**src/rtl/bank_ctrl_pkg.sv**
```systemverilog
package bank_ctrl_pkg;
  // One-hot region strobes handed from decode to the register datapath
  typedef struct packed {
    logic setWe;
    logic setField;
    logic setSel;
    logic setMode;
  } bankStrobes_t;
endpackage

```
**src/rtl/bank_ctrl_decode.sv**
```systemverilog
module bank_ctrl_decode
  import bank_ctrl_pkg::*;
#(
  parameter int ADDR_W = 16,
  parameter int REGION_LSB = 13
) (
  input  logic              wrStrobe,
  input  logic [ADDR_W-1:0] addr,
  output bankStrobes_t      strobes
);
  localparam int REGIONS = 4;

  logic [1:0]         region;
  logic [REGIONS-1:0] hit;

  assign region = addr[REGION_LSB +: 2];

  for (genvar g = 0; g < REGIONS; g++) begin : g_region
    assign hit[g] = wrStrobe && (region == 2'(g));
  end

  always_comb begin
    strobes.setWe    = hit[0];
    strobes.setField = hit[1];
    strobes.setSel   = hit[2];
    strobes.setMode  = hit[3];
  end
endmodule

```
**src/rtl/bank_ctrl_regs.sv**
```systemverilog
module bank_ctrl_regs
  import bank_ctrl_pkg::*;
#(
  parameter int DATA_W = 8,
  parameter int FIELD_W = 6,
  parameter int SEL_W = 2,
  parameter int ROM_BANK_COUNT = 128,
  parameter int RAM_BANK_COUNT = 4,
  parameter logic [3:0] WE_KEY = 4'hA
) (
  input  logic                     clk,
  input  logic                     rstN,
  input  bankStrobes_t             strobes,
  input  logic [DATA_W-1:0]        data,
  output logic [FIELD_W+SEL_W-1:0] romBank,
  output logic [SEL_W-1:0]         ramBank,
  output logic                     ramWriteEn,
  output logic                     modeQ,
  output logic [FIELD_W-1:0]       fieldQ,
  output logic [SEL_W-1:0]         selQ
);
  localparam int RAW_W = FIELD_W + SEL_W;
  localparam logic [RAW_W-1:0] ROM_MASK = RAW_W'(ROM_BANK_COUNT - 1);
  localparam logic [SEL_W-1:0] RAM_MASK = SEL_W'(RAM_BANK_COUNT - 1);

  logic             weQ;
  logic [RAW_W-1:0] rawRom;

  always_ff @(posedge clk) begin
    if (!rstN) begin
      weQ    <= 1'b0;
      fieldQ <= FIELD_W'(1);
      selQ   <= '0;
      modeQ  <= 1'b0;
    end else begin
      if (strobes.setWe)    weQ    <= (data[3:0] == WE_KEY);
      if (strobes.setField) fieldQ <= data[FIELD_W-1:0];
      if (strobes.setSel)   selQ   <= data[SEL_W-1:0];
      if (strobes.setMode)  modeQ  <= data[0];
    end
  end

  // Select register feeds either the high ROM bits or the RAM bank
  always_comb begin
    if (modeQ) begin
      rawRom  = {{SEL_W{1'b0}}, fieldQ};
      ramBank = selQ & RAM_MASK;
    end else begin
      rawRom  = {selQ, fieldQ};
      ramBank = '0;
    end
    romBank    = rawRom & ROM_MASK;
    ramWriteEn = weQ;
  end
endmodule

```
**src/rtl/alt_bank_ctrl.sv**
```systemverilog
module alt_bank_ctrl
  import bank_ctrl_pkg::*;
#(
  parameter int ADDR_W = 16,
  parameter int DATA_W = 8,
  parameter int FIELD_W = 6,
  parameter int SEL_W = 2,
  parameter int ROM_BANK_COUNT = 128,
  parameter int RAM_BANK_COUNT = 4
) (
  input  logic                     clk,
  input  logic                     rstN,
  input  logic                     wrStrobe,
  input  logic [ADDR_W-1:0]        addr,
  input  logic [DATA_W-1:0]        data,
  output logic [FIELD_W+SEL_W-1:0] romBank,
  output logic [SEL_W-1:0]         ramBank,
  output logic                     ramReadEn,
  output logic                     ramWriteEn
);
  bankStrobes_t       strobes;
  logic               modeQ;
  logic [FIELD_W-1:0] fieldQ;
  logic [SEL_W-1:0]   selQ;

  bank_ctrl_decode #(.ADDR_W(ADDR_W), .REGION_LSB(13)) u_decode (
    .wrStrobe(wrStrobe), .addr(addr), .strobes(strobes)
  );

  bank_ctrl_regs #(
    .DATA_W(DATA_W), .FIELD_W(FIELD_W), .SEL_W(SEL_W),
    .ROM_BANK_COUNT(ROM_BANK_COUNT), .RAM_BANK_COUNT(RAM_BANK_COUNT),
    .WE_KEY(4'hA)
  ) u_regs (
    .clk(clk), .rstN(rstN), .strobes(strobes), .data(data),
    .romBank(romBank), .ramBank(ramBank), .ramWriteEn(ramWriteEn),
    .modeQ(modeQ), .fieldQ(fieldQ), .selQ(selQ)
  );

  assign ramReadEn = 1'b1;
endmodule

```
**config.mk**
```make
export PLATFORM = sky130hd
export DESIGN_NAME = alt_bank_ctrl
export DESIGN_NICKNAME = d
export VERILOG_FILES = /design/src/rtl/bank_ctrl_pkg.sv /design/src/rtl/bank_ctrl_decode.sv /design/src/rtl/bank_ctrl_regs.sv /design/src/rtl/alt_bank_ctrl.sv
export SDC_FILE = /design/constraint.sdc
export NUM_CORES = 1
export LEC_CHECK = 0
export ABC_CLOCK_PERIOD_IN_PS = 1000
export BUFFER_PORTS_ARGS = -buffer_cell sky130_fd_sc_hd__buf_2
export CORE_MARGIN = 3
export CORE_UTILIZATION = 37
export CTS_CLUSTER_DIAMETER = 40
export DETAILED_ROUTE_END_ITERATION = 12
export HOLD_SLACK_MARGIN = 0.02
export PLACE_DENSITY = 0.75
export SLEW_MARGIN = 0
export SYNTH_ARGS = -nofsm -noshare
export SYNTH_HDL_FRONTEND = slang
export SYNTH_HIERARCHICAL = 1
export SYNTH_SLANG_ARGS = --single-unit
```
**constraint.sdc**
```tcl
create_clock -name clk -period 1 [get_ports clk]
set_input_delay 0.15 -clock clk [delete_from_list [all_inputs] [get_ports clk]]
set_output_delay 0.15 -clock clk [all_outputs]
set_load 0.05 [all_outputs]
```
==> summary.txt, run 1 <==
Outcome
  – Result of the run: complete, but fails checks
  – Violations in the final reports: negative setup slack

Clock tree
  – CTS HTree Levels: 1
  – TritonCTS clock tree: yes
  – Clock edge transition at the registers on the reported setup and hold paths: 0.06 ns
  – CTS Root Buffer Type: clkbuf_4
  – Clock insertion delay at the later pin of the skew report: 0.26 ns
  – Deepest clock path buffer count: 2
  – Number of buffers added by the clock tree synthesis step: 3
  – Sink Count: 10

Pwr
  – Net switching power of the design: 0.238 mW
  – Total power density per cell area: 1370 nW/um2
  – Comb pwr share: 16.7%
  – Clock network fraction of design power: 38.4%
  – Peak ir drop on the vdd network: 0.658 mV
  – Leak: 0.295 nW
  – Flop pwr share: 44.8%
  – Internal power contribution: 0.699 mW
  – Share of total power consumed by net switching: 25.4%

STA
  – Number of endpoints failing setup at the final stage: 3
  – Final hold viol count: 0
  – Achievable frequency: 0.944 GHz
  – Slack of the critical path: -0.0597 ns
  – Final Max Slew Viols: 0
  – Period Utilization, post-route: 106%
  – Fin crit period: 1.06 ns
  – RSZ-0062 raised after global routing: true
  – TNS Setup: -0.169 ns
  – Post-route clock skew: 0 ns

Setup path
  – CP Class: reg -> out
  – Data required time of the worst path: 0.85 ns
  – Slowest stage cell on the critical path: dfxtp_2
  – Worst setup path startpoint: u_regs/modeQ
  – Setup slack on the worst flop-to-flop path: 0.36 ns
  – Crit. End Element: output pin
  – Capturing element of the worst setup path: ramBank[0]
  – Largest stage delay, worst path: 0.36 ns
  – Worst R2R End: u_regs/selQ[0]
  – Critical Path Fanout Max: 4
  – Ordered list of cells on the worst path: and2_4 > buf_8
  – Path depth of the worst reg2reg path: 2
  – Data arrival time of the critical path: 0.91 ns
  – Critical register-to-register path startpoint: u_regs/selQ[0]
  – Kind of start point of the critical path: register

Synthesis
  – Synthesized area per cell: 10.0 um2
  – Synth Net Count: 78
  – Number of cells produced by synthesis: 51
  – Dominant cells by area after synthesis: dfxtp_1 (39%), mux2i_1 (18%), buf_4 (12%)
  – Share of synthesized area occupied by flip-flops and latches: 39.1%
  – Area of the mapped netlist: 512 um2
  – Total number of yosys warnings: 6
  – Number of synthesized register bits: 10
  – Area leader, netlist: dfxtp_1
  – Number of distinct library cell variants in the gate-level netlist after synthesis: 15
  – Area fraction of the dominant cell type after synthesis: 39.1%

Placed design
  – Count of input and output buffers: 20
  – Post-Place Cells: 77
  – Post-DP HPWL: 682 um
  – Instance area after placement: 583 um2
  – Placer Congestion: 0.655

Cells and area
  – Final cell count without fillers: 81
  – Leading cell types in the layout, fill and taps excluded: buf_2 (10), mux2i_1 (9), nor2b_1 (8), dfxtp_1 (8), buf_6 (5)
  – Ant. Diodes: 0
  – Cell area after layout: 686 um2
  – Most common cell after layout, fill and taps aside: buf_2
  – Ratio of cells with drive above 1 in the final layout: 49.3%
  – Layout filler cell count: 106
  – Layout overhead on the synthesized area: 34.0%
  – Net count of the finished layout: 95

Routing
  – Final antenna-violating net count: 0
  – First-pass DRT Iterations: 3
  – Routed length per placed instance: 11.4 um
  – Vias/cell: 4.53
  – Number of remaining DRC errors: 0
  – First-iteration detailed-routing DRC count: 2
  – Overall routed net length: 927 um
  – Vias: 367

GRT
  – Overall routing resource usage: 11.3%
  – Via count of the first global-routing pass: 359
  – Largest net degree at the start of global routing: 12
  – Initial antenna violation count: 0
  – First-pass GRT wire length: 1540 um
  – Final global-route overflow total: 0

Floorplanning
  – Die span in y: 43.2 um
  – Die outline width: 43.2 um
  – Number of standard-cell rows in the floorplan: 12
  – Die Area: 1870 um2
  – Number of top-level pins: 39
  – Starting density of the core: 42.6%
  – Core area: 1200 um2

Worst hold path
  – Min-delay worst type: in -> reg
  – Cell count of the worst hold path: 2

Job
  – Max_cap viols: 0
==> metal layers <==
metal  up-vias  global-route usage (%)  part of all wire [%]
met5         -                       0                     0
met4         0                    1.81                     0
met3         0                    8.05                   9.8
met2        18                    17.1                    46
met1       159                    13.2                    44
li1        190                       -                     -
==> Yosys cell counts <==
master	number
nand2_1	2
and3_2	1
buf_6	1
nand4bb_1	1
conb_1	2
nand3b_1	1
nor3b_2	1
clkbuf_2	1
o21ai_1	1
and3b_1	2
nor2b_1	9
buf_4	8
mux2i_1	9
dfxtp_1	10
and2_1	2
==> critical path: cells and delay by family, from the launching register on <==
kind / cells / cell delay (ns)
DFF: 1 / 0.36
buffers and inverters: 1 / 0.14
and+or+nand+nor: 1 / 0.15
==> cell type report <==
class | instances | area (um2) | area share (%)
clock buffers | 4 | 36.3 | 5.29
multi-input cells | 31 | 243 | 35.4
repair buffers | 22 | 186 | 27.2
well taps | 14 | 17.5 | 2.55
flip-flops and latches | 10 | 203 | 29.6
==> cell families (layout without fill, tap and decap cells) <==
family	count (synthesis)	in the layout	share of synthesized area, %
buf+inv	10	26	14.9
mux	9	9	17.6
simple gates	19	19	25.9
compound gates	1	1	0.977
flops	10	10	39.1
other cells	2	2	1.47
==> power by group through the flow <==
stage / sequential, mW / clock [mW] / combinational, mW
finish: 0.420 / 0.360 / 0.157
CTS: 0.419 / 0.374 / 0.154
global placement: 0.426 / 0 / 0.145
global route: 0.421 / 0.417 / 0.167
detailed placement: 0.427 / 0 / 0.146
floorplan: 0.426 / 0 / 0.117
==> per-stage QoR <==
| step | util, % | setup slack [ns] | hold WS (ns) | power (mW) |
|---|---|---|---|---|
| 4_1_cts | 55.8 | -0.0687 | 0.129 | 0.947 |
| 3_5_place_dp | 48.5 | -0.00163 | 0.407 | 0.573 |
| 6_report | 57.1 | -0.0597 | 0.135 | 0.937 |
| 3_3_place_gp | 48.5 | 0.0112 | 0.406 | 0.571 |
| 2_1_floorplan | - | 0.0715 | 0.278 | 0.543 |
| 5_1_grt | 57.1 | -0.117 | 0.127 | 1.01 |
==> state kept, by name (all words and copies together) (netlist names) <==
| name | cells |
|---|---|
| u_regs/modeQ | 1 |
| u_regs/ramWriteEn | 1 |
| u_regs/fieldQ | 6 |
| u_regs/selQ | 2 |
==> worst min-delay path by stage <==
stage / start / to / slack (ns)
finish: rstN / u_regs/fieldQ[0] / 0.14
global route: rstN / u_regs/fieldQ[0] / 0.13
CTS: rstN / u_regs/fieldQ[0] / 0.13
detailed placement: rstN / u_regs/fieldQ[0] / 0.41
global placement: rstN / u_regs/fieldQ[0] / 0.41
floorplan: data[0] / u_regs/fieldQ[0] / 0.28
==> what timing repair did <==
action                                  4_1_cts  5_1_grt
hold endpoints to repair                      0        0
resized for setup                            19        4
buffers inserted                              0        0
pin swaps                                     1        0
hold buffers                                  0        0
endpoints found under the setup margin       10        7
cloned                                        0        0
Power figures use the tool's default switching activity.
==> run 2, diff against run 1 <==
--- a/config.mk
+++ b/config.mk
@@ -13,6 +13,7 @@
 export DETAILED_ROUTE_END_ITERATION = 12
 export HOLD_SLACK_MARGIN = 0.02
 export PLACE_DENSITY = 0.75
+export REMOVE_ABC_BUFFERS = 1
 export SLEW_MARGIN = 0
 export SYNTH_ARGS = -nofsm -noshare
 export SYNTH_HDL_FRONTEND = slang
==> run 2 against run 1 <==
The run still ends with negative setup slack left. Register-to-register slack about the same. Combinational power about the same. Highest routed layer is now met4. Largest cell class unchanged. Sequential power about the same. Via count grew 2.7%. Clock skew unchanged.
==> summary.txt, run 2 (synthesized netlist as in run 1, its figures left out) <==
Outcome
  – Result of the run: complete, but fails checks (unchanged)
  – Violations in the final reports: negative setup slack (unchanged)

Cells and area
  – Net count of the finished layout: 95 (unchanged)
  – Final cell count without fillers: 80 (was 81)
  – Sequential standard cell area: 205 um2 (was 203 um2)
  – Number of flip-flops in the largest register: 6 (unchanged)
  – Biggest register: u_regs/fieldQ (unchanged)
  – Most common cell after layout, fill and taps aside: buf_2 (unchanged)
  – Leading cell types in the layout, fill and taps excluded: buf_2 (10), mux2i_1 (9), buf_4 (8), nor2b_1 (8), dfxtp_1 (8) (was buf_2 (10), mux2i_1 (9), nor2b_1 (8), dfxtp_1 (8), buf_6 (5))
  – Final core utilization: 55.3% (was 57.1%)
  – Ratio of cells with drive above 1 in the final layout: 48.5% (was 49.3%)
  – Layout filler cell count: 110 (was 106)
  – Area occupied by multi-input gates: 248 um2 (was 243 um2)
  – Layout overhead on the synthesized area: 29.8% (was 34.0%)
  – Cell area after layout: 664 um2 (was 686 um2)
  – Largest registers ranked by flip-flop count: u_regs/fieldQ: 6 flops, u_regs/selQ: 2 flops (unchanged)
  – Ant. Diodes: 0 (unchanged)

Placed design
  – Instance area after placement: 581 um2 (was 583 um2)
  – Placer Congestion: 0.697 (was 0.655)
  – Post-Place Cells: 77 (unchanged)
  – Post-DP HPWL: 691 um (was 682 um)
  – Count of input and output buffers: 20 (unchanged)

Floorplanning
  – Starting density of the core: 42.6% (unchanged)
  – Die Area: 1870 um2 (unchanged)
  – Die outline width: 43.2 um (unchanged)
  – Die span in y: 43.2 um (unchanged)
  – Core area: 1200 um2 (unchanged)
  – Number of standard-cell rows in the floorplan: 12 (unchanged)
  – Number of top-level pins: 39 (unchanged)

Pwr
  – Peak ir drop on the vdd network: 0.797 mV (was 0.658 mV)
  – Leak: 0.285 nW (was 0.295 nW)
  – Clock network fraction of design power: 31.7% (was 38.4%)
  – Internal power contribution: 0.613 mW (was 0.699 mW)
  – Comb pwr share: 18.6% (was 16.7%)
  – Net switching power of the design: 0.227 mW (was 0.238 mW)
  – Flop pwr share: 49.7% (was 44.8%)
  – Total power density per cell area: 1260 nW/um2 (was 1370 nW/um2)
  – Share of total power consumed by net switching: 27.0% (was 25.4%)

Setup path
  – Worst R2R End: u_regs/modeQ (was u_regs/selQ[0])
  – Path depth of the worst reg2reg path: 2 (unchanged)
  – Capturing element of the worst setup path: romBank[6] (was ramBank[0])
  – Setup slack on the worst flop-to-flop path: 0.35 ns (was 0.36 ns)
  – Crit. End Element: output pin (unchanged)
  – Ordered list of cells on the worst path: nor2b_4 > buf_6 (was and2_4 > buf_8)
  – Slowest stage cell on the critical path: dfxtp_2 (unchanged)
  – Critical register-to-register path startpoint: u_regs/modeQ (was u_regs/selQ[0])
  – Data required time of the worst path: 0.85 ns (about the same)
  – Critical Path Fanout Max: 3 (was 4)
  – Worst setup path startpoint: u_regs/selQ[0] (was u_regs/modeQ)
  – CP Class: reg -> out (unchanged)
  – Data arrival time of the critical path: 0.91 ns (about the same)
  – Kind of start point of the critical path: register (unchanged)
  – Largest stage delay, worst path: 0.34 ns (was 0.36 ns)

STA
  – RSZ-0062 raised after global routing: true (unchanged)
  – Achievable frequency: 0.944 GHz (about the same)
  – Period Utilization, post-route: 106% (about the same)
  – Fin crit period: 1.06 ns (about the same)
  – Slack of the critical path: -0.0594 ns (was -0.0597 ns)
  – Number of endpoints failing setup at the final stage: 3 (unchanged)
  – Final hold viol count: 0 (unchanged)
  – Post-route clock skew: 0 ns (unchanged)
  – Final Max Slew Viols: 0 (unchanged)

Clock tree
  – Deepest clock path buffer count: 2 (unchanged)
  – TritonCTS clock tree: yes (unchanged)
  – Post-CTS setup repair buffer count: 0 (unchanged)
  – Clock insertion delay at the later pin of the skew report: 0.26 ns (about the same)
  – CTS HTree Levels: 1 (unchanged)
  – Clock edge transition at the registers on the reported setup and hold paths: 0.06 ns (about the same)
  – Sink Count: 10 (unchanged)
  – Number of buffers added by the clock tree synthesis step: 3 (unchanged)
  – CTS Root Buffer Type: clkbuf_4 (unchanged)

GRT
  – Largest net degree at the start of global routing: 12 (unchanged)
  – Via count of the first global-routing pass: 391 (was 359)
  – Initial antenna violation count: 0 (unchanged)
  – Final global-route overflow total: 0 (unchanged)
  – First-pass GRT wire length: 1530 um (was 1540 um)
  – Overall routing resource usage: 11.2% (was 11.3%)

Routing
  – Overall routed net length: 927 um (unchanged)
  – First-iteration detailed-routing DRC count: 0 (was 2)
  – Vias/cell: 4.71 (was 4.53)
  – Number of remaining DRC errors: 0 (unchanged)
  – Vias: 377 (was 367)
  – First-pass DRT Iterations: 1 (was 3)
  – Final antenna-violating net count: 0 (unchanged)
  – Routed length per placed instance: 11.6 um (was 11.4 um)

Job
  – Max_cap viols: 0 (unchanged)

Worst hold path
  – Min-delay worst type: in -> reg (unchanged)
[run 2: cell count changes in the layout (fill, tap and decap cells not counted)]
cell	change
dfxtp_4	+1
dfxtp_2	-1
nor2b_2	-1
buf_6	-4
nor2b_4	+1
clkbuf_8	-1
buf_4	+4
[run 2: metal layers]
layer	up-vias	wire, um	global-route usage [%]
li1	189	-	-
met4	0	6	9.04
met3	2	69	2.54
met2	14	446	17.4
met1	172	405	12.9
met5	-	0	0
[run 2: cell type report]
type	instances	share of cell area (%)
sequential	10	30.9
timing repair buffer	22	25.8
multi-input combinational	31	37.3
tap	14	2.64
clock buffer	3	3.39
[run 2: metrics by stage]
| stage | hold slack, ns | setup slack [ns] | power (mW) | TNS, ns |
|---|---|---|---|---|
| 3_3_place_gp | 0.407 | 0.0139 | 0.571 | 0 |
| 4_1_cts | 0.132 | -0.0671 | 0.856 | -0.190 |
| 6_report | 0.141 | -0.0594 | 0.840 | -0.176 |
| 5_1_grt | 0.149 | -0.0988 | 0.880 | -0.274 |
| 3_5_place_dp | 0.409 | -0.00257 | 0.574 | -0.00257 |
| 2_1_floorplan | 0.212 | -0.182 | 0.517 | -0.182 |
[run 2: what timing repair did]
item	4_1_cts	5_1_grt
gates resized for setup	20	2
endpoints found under the setup margin	10	3
hold buffers	0	0
pin swaps	1	0
[run 2: worst min path at each step]
stage | start | endpoint | slack [ns] | cells after the start
floorplan | rstN | u_regs/fieldQ[0] | 0.21 | 1
global placement | rstN | u_regs/fieldQ[0] | 0.41 | 2
detailed placement | rstN | u_regs/fieldQ[0] | 0.41 | 2
CTS | rstN | u_regs/fieldQ[0] | 0.13 | 2
global route | rstN | u_regs/fieldQ[0] | 0.15 | 2
finish | rstN | u_regs/fieldQ[0] | 0.14 | 2
[run 2: power by group through the flow]
stage                     sequential [mW]  combinational, mW  clock (mW)
after floorplan                     0.455             0.0619           0
after global placement              0.426              0.146           0
after detailed placement            0.426              0.147           0
after CTS                           0.419              0.156       0.281
after global routing                0.419              0.167       0.294
final                               0.418              0.156       0.266
[run 2: worst max-delay path: cells and delay by family, from the launching register on]
kind | cells | cell delay (ns)
flops | 1 | 0.34
simple gates | 1 | 0.15
buf+inv | 1 | 0.16
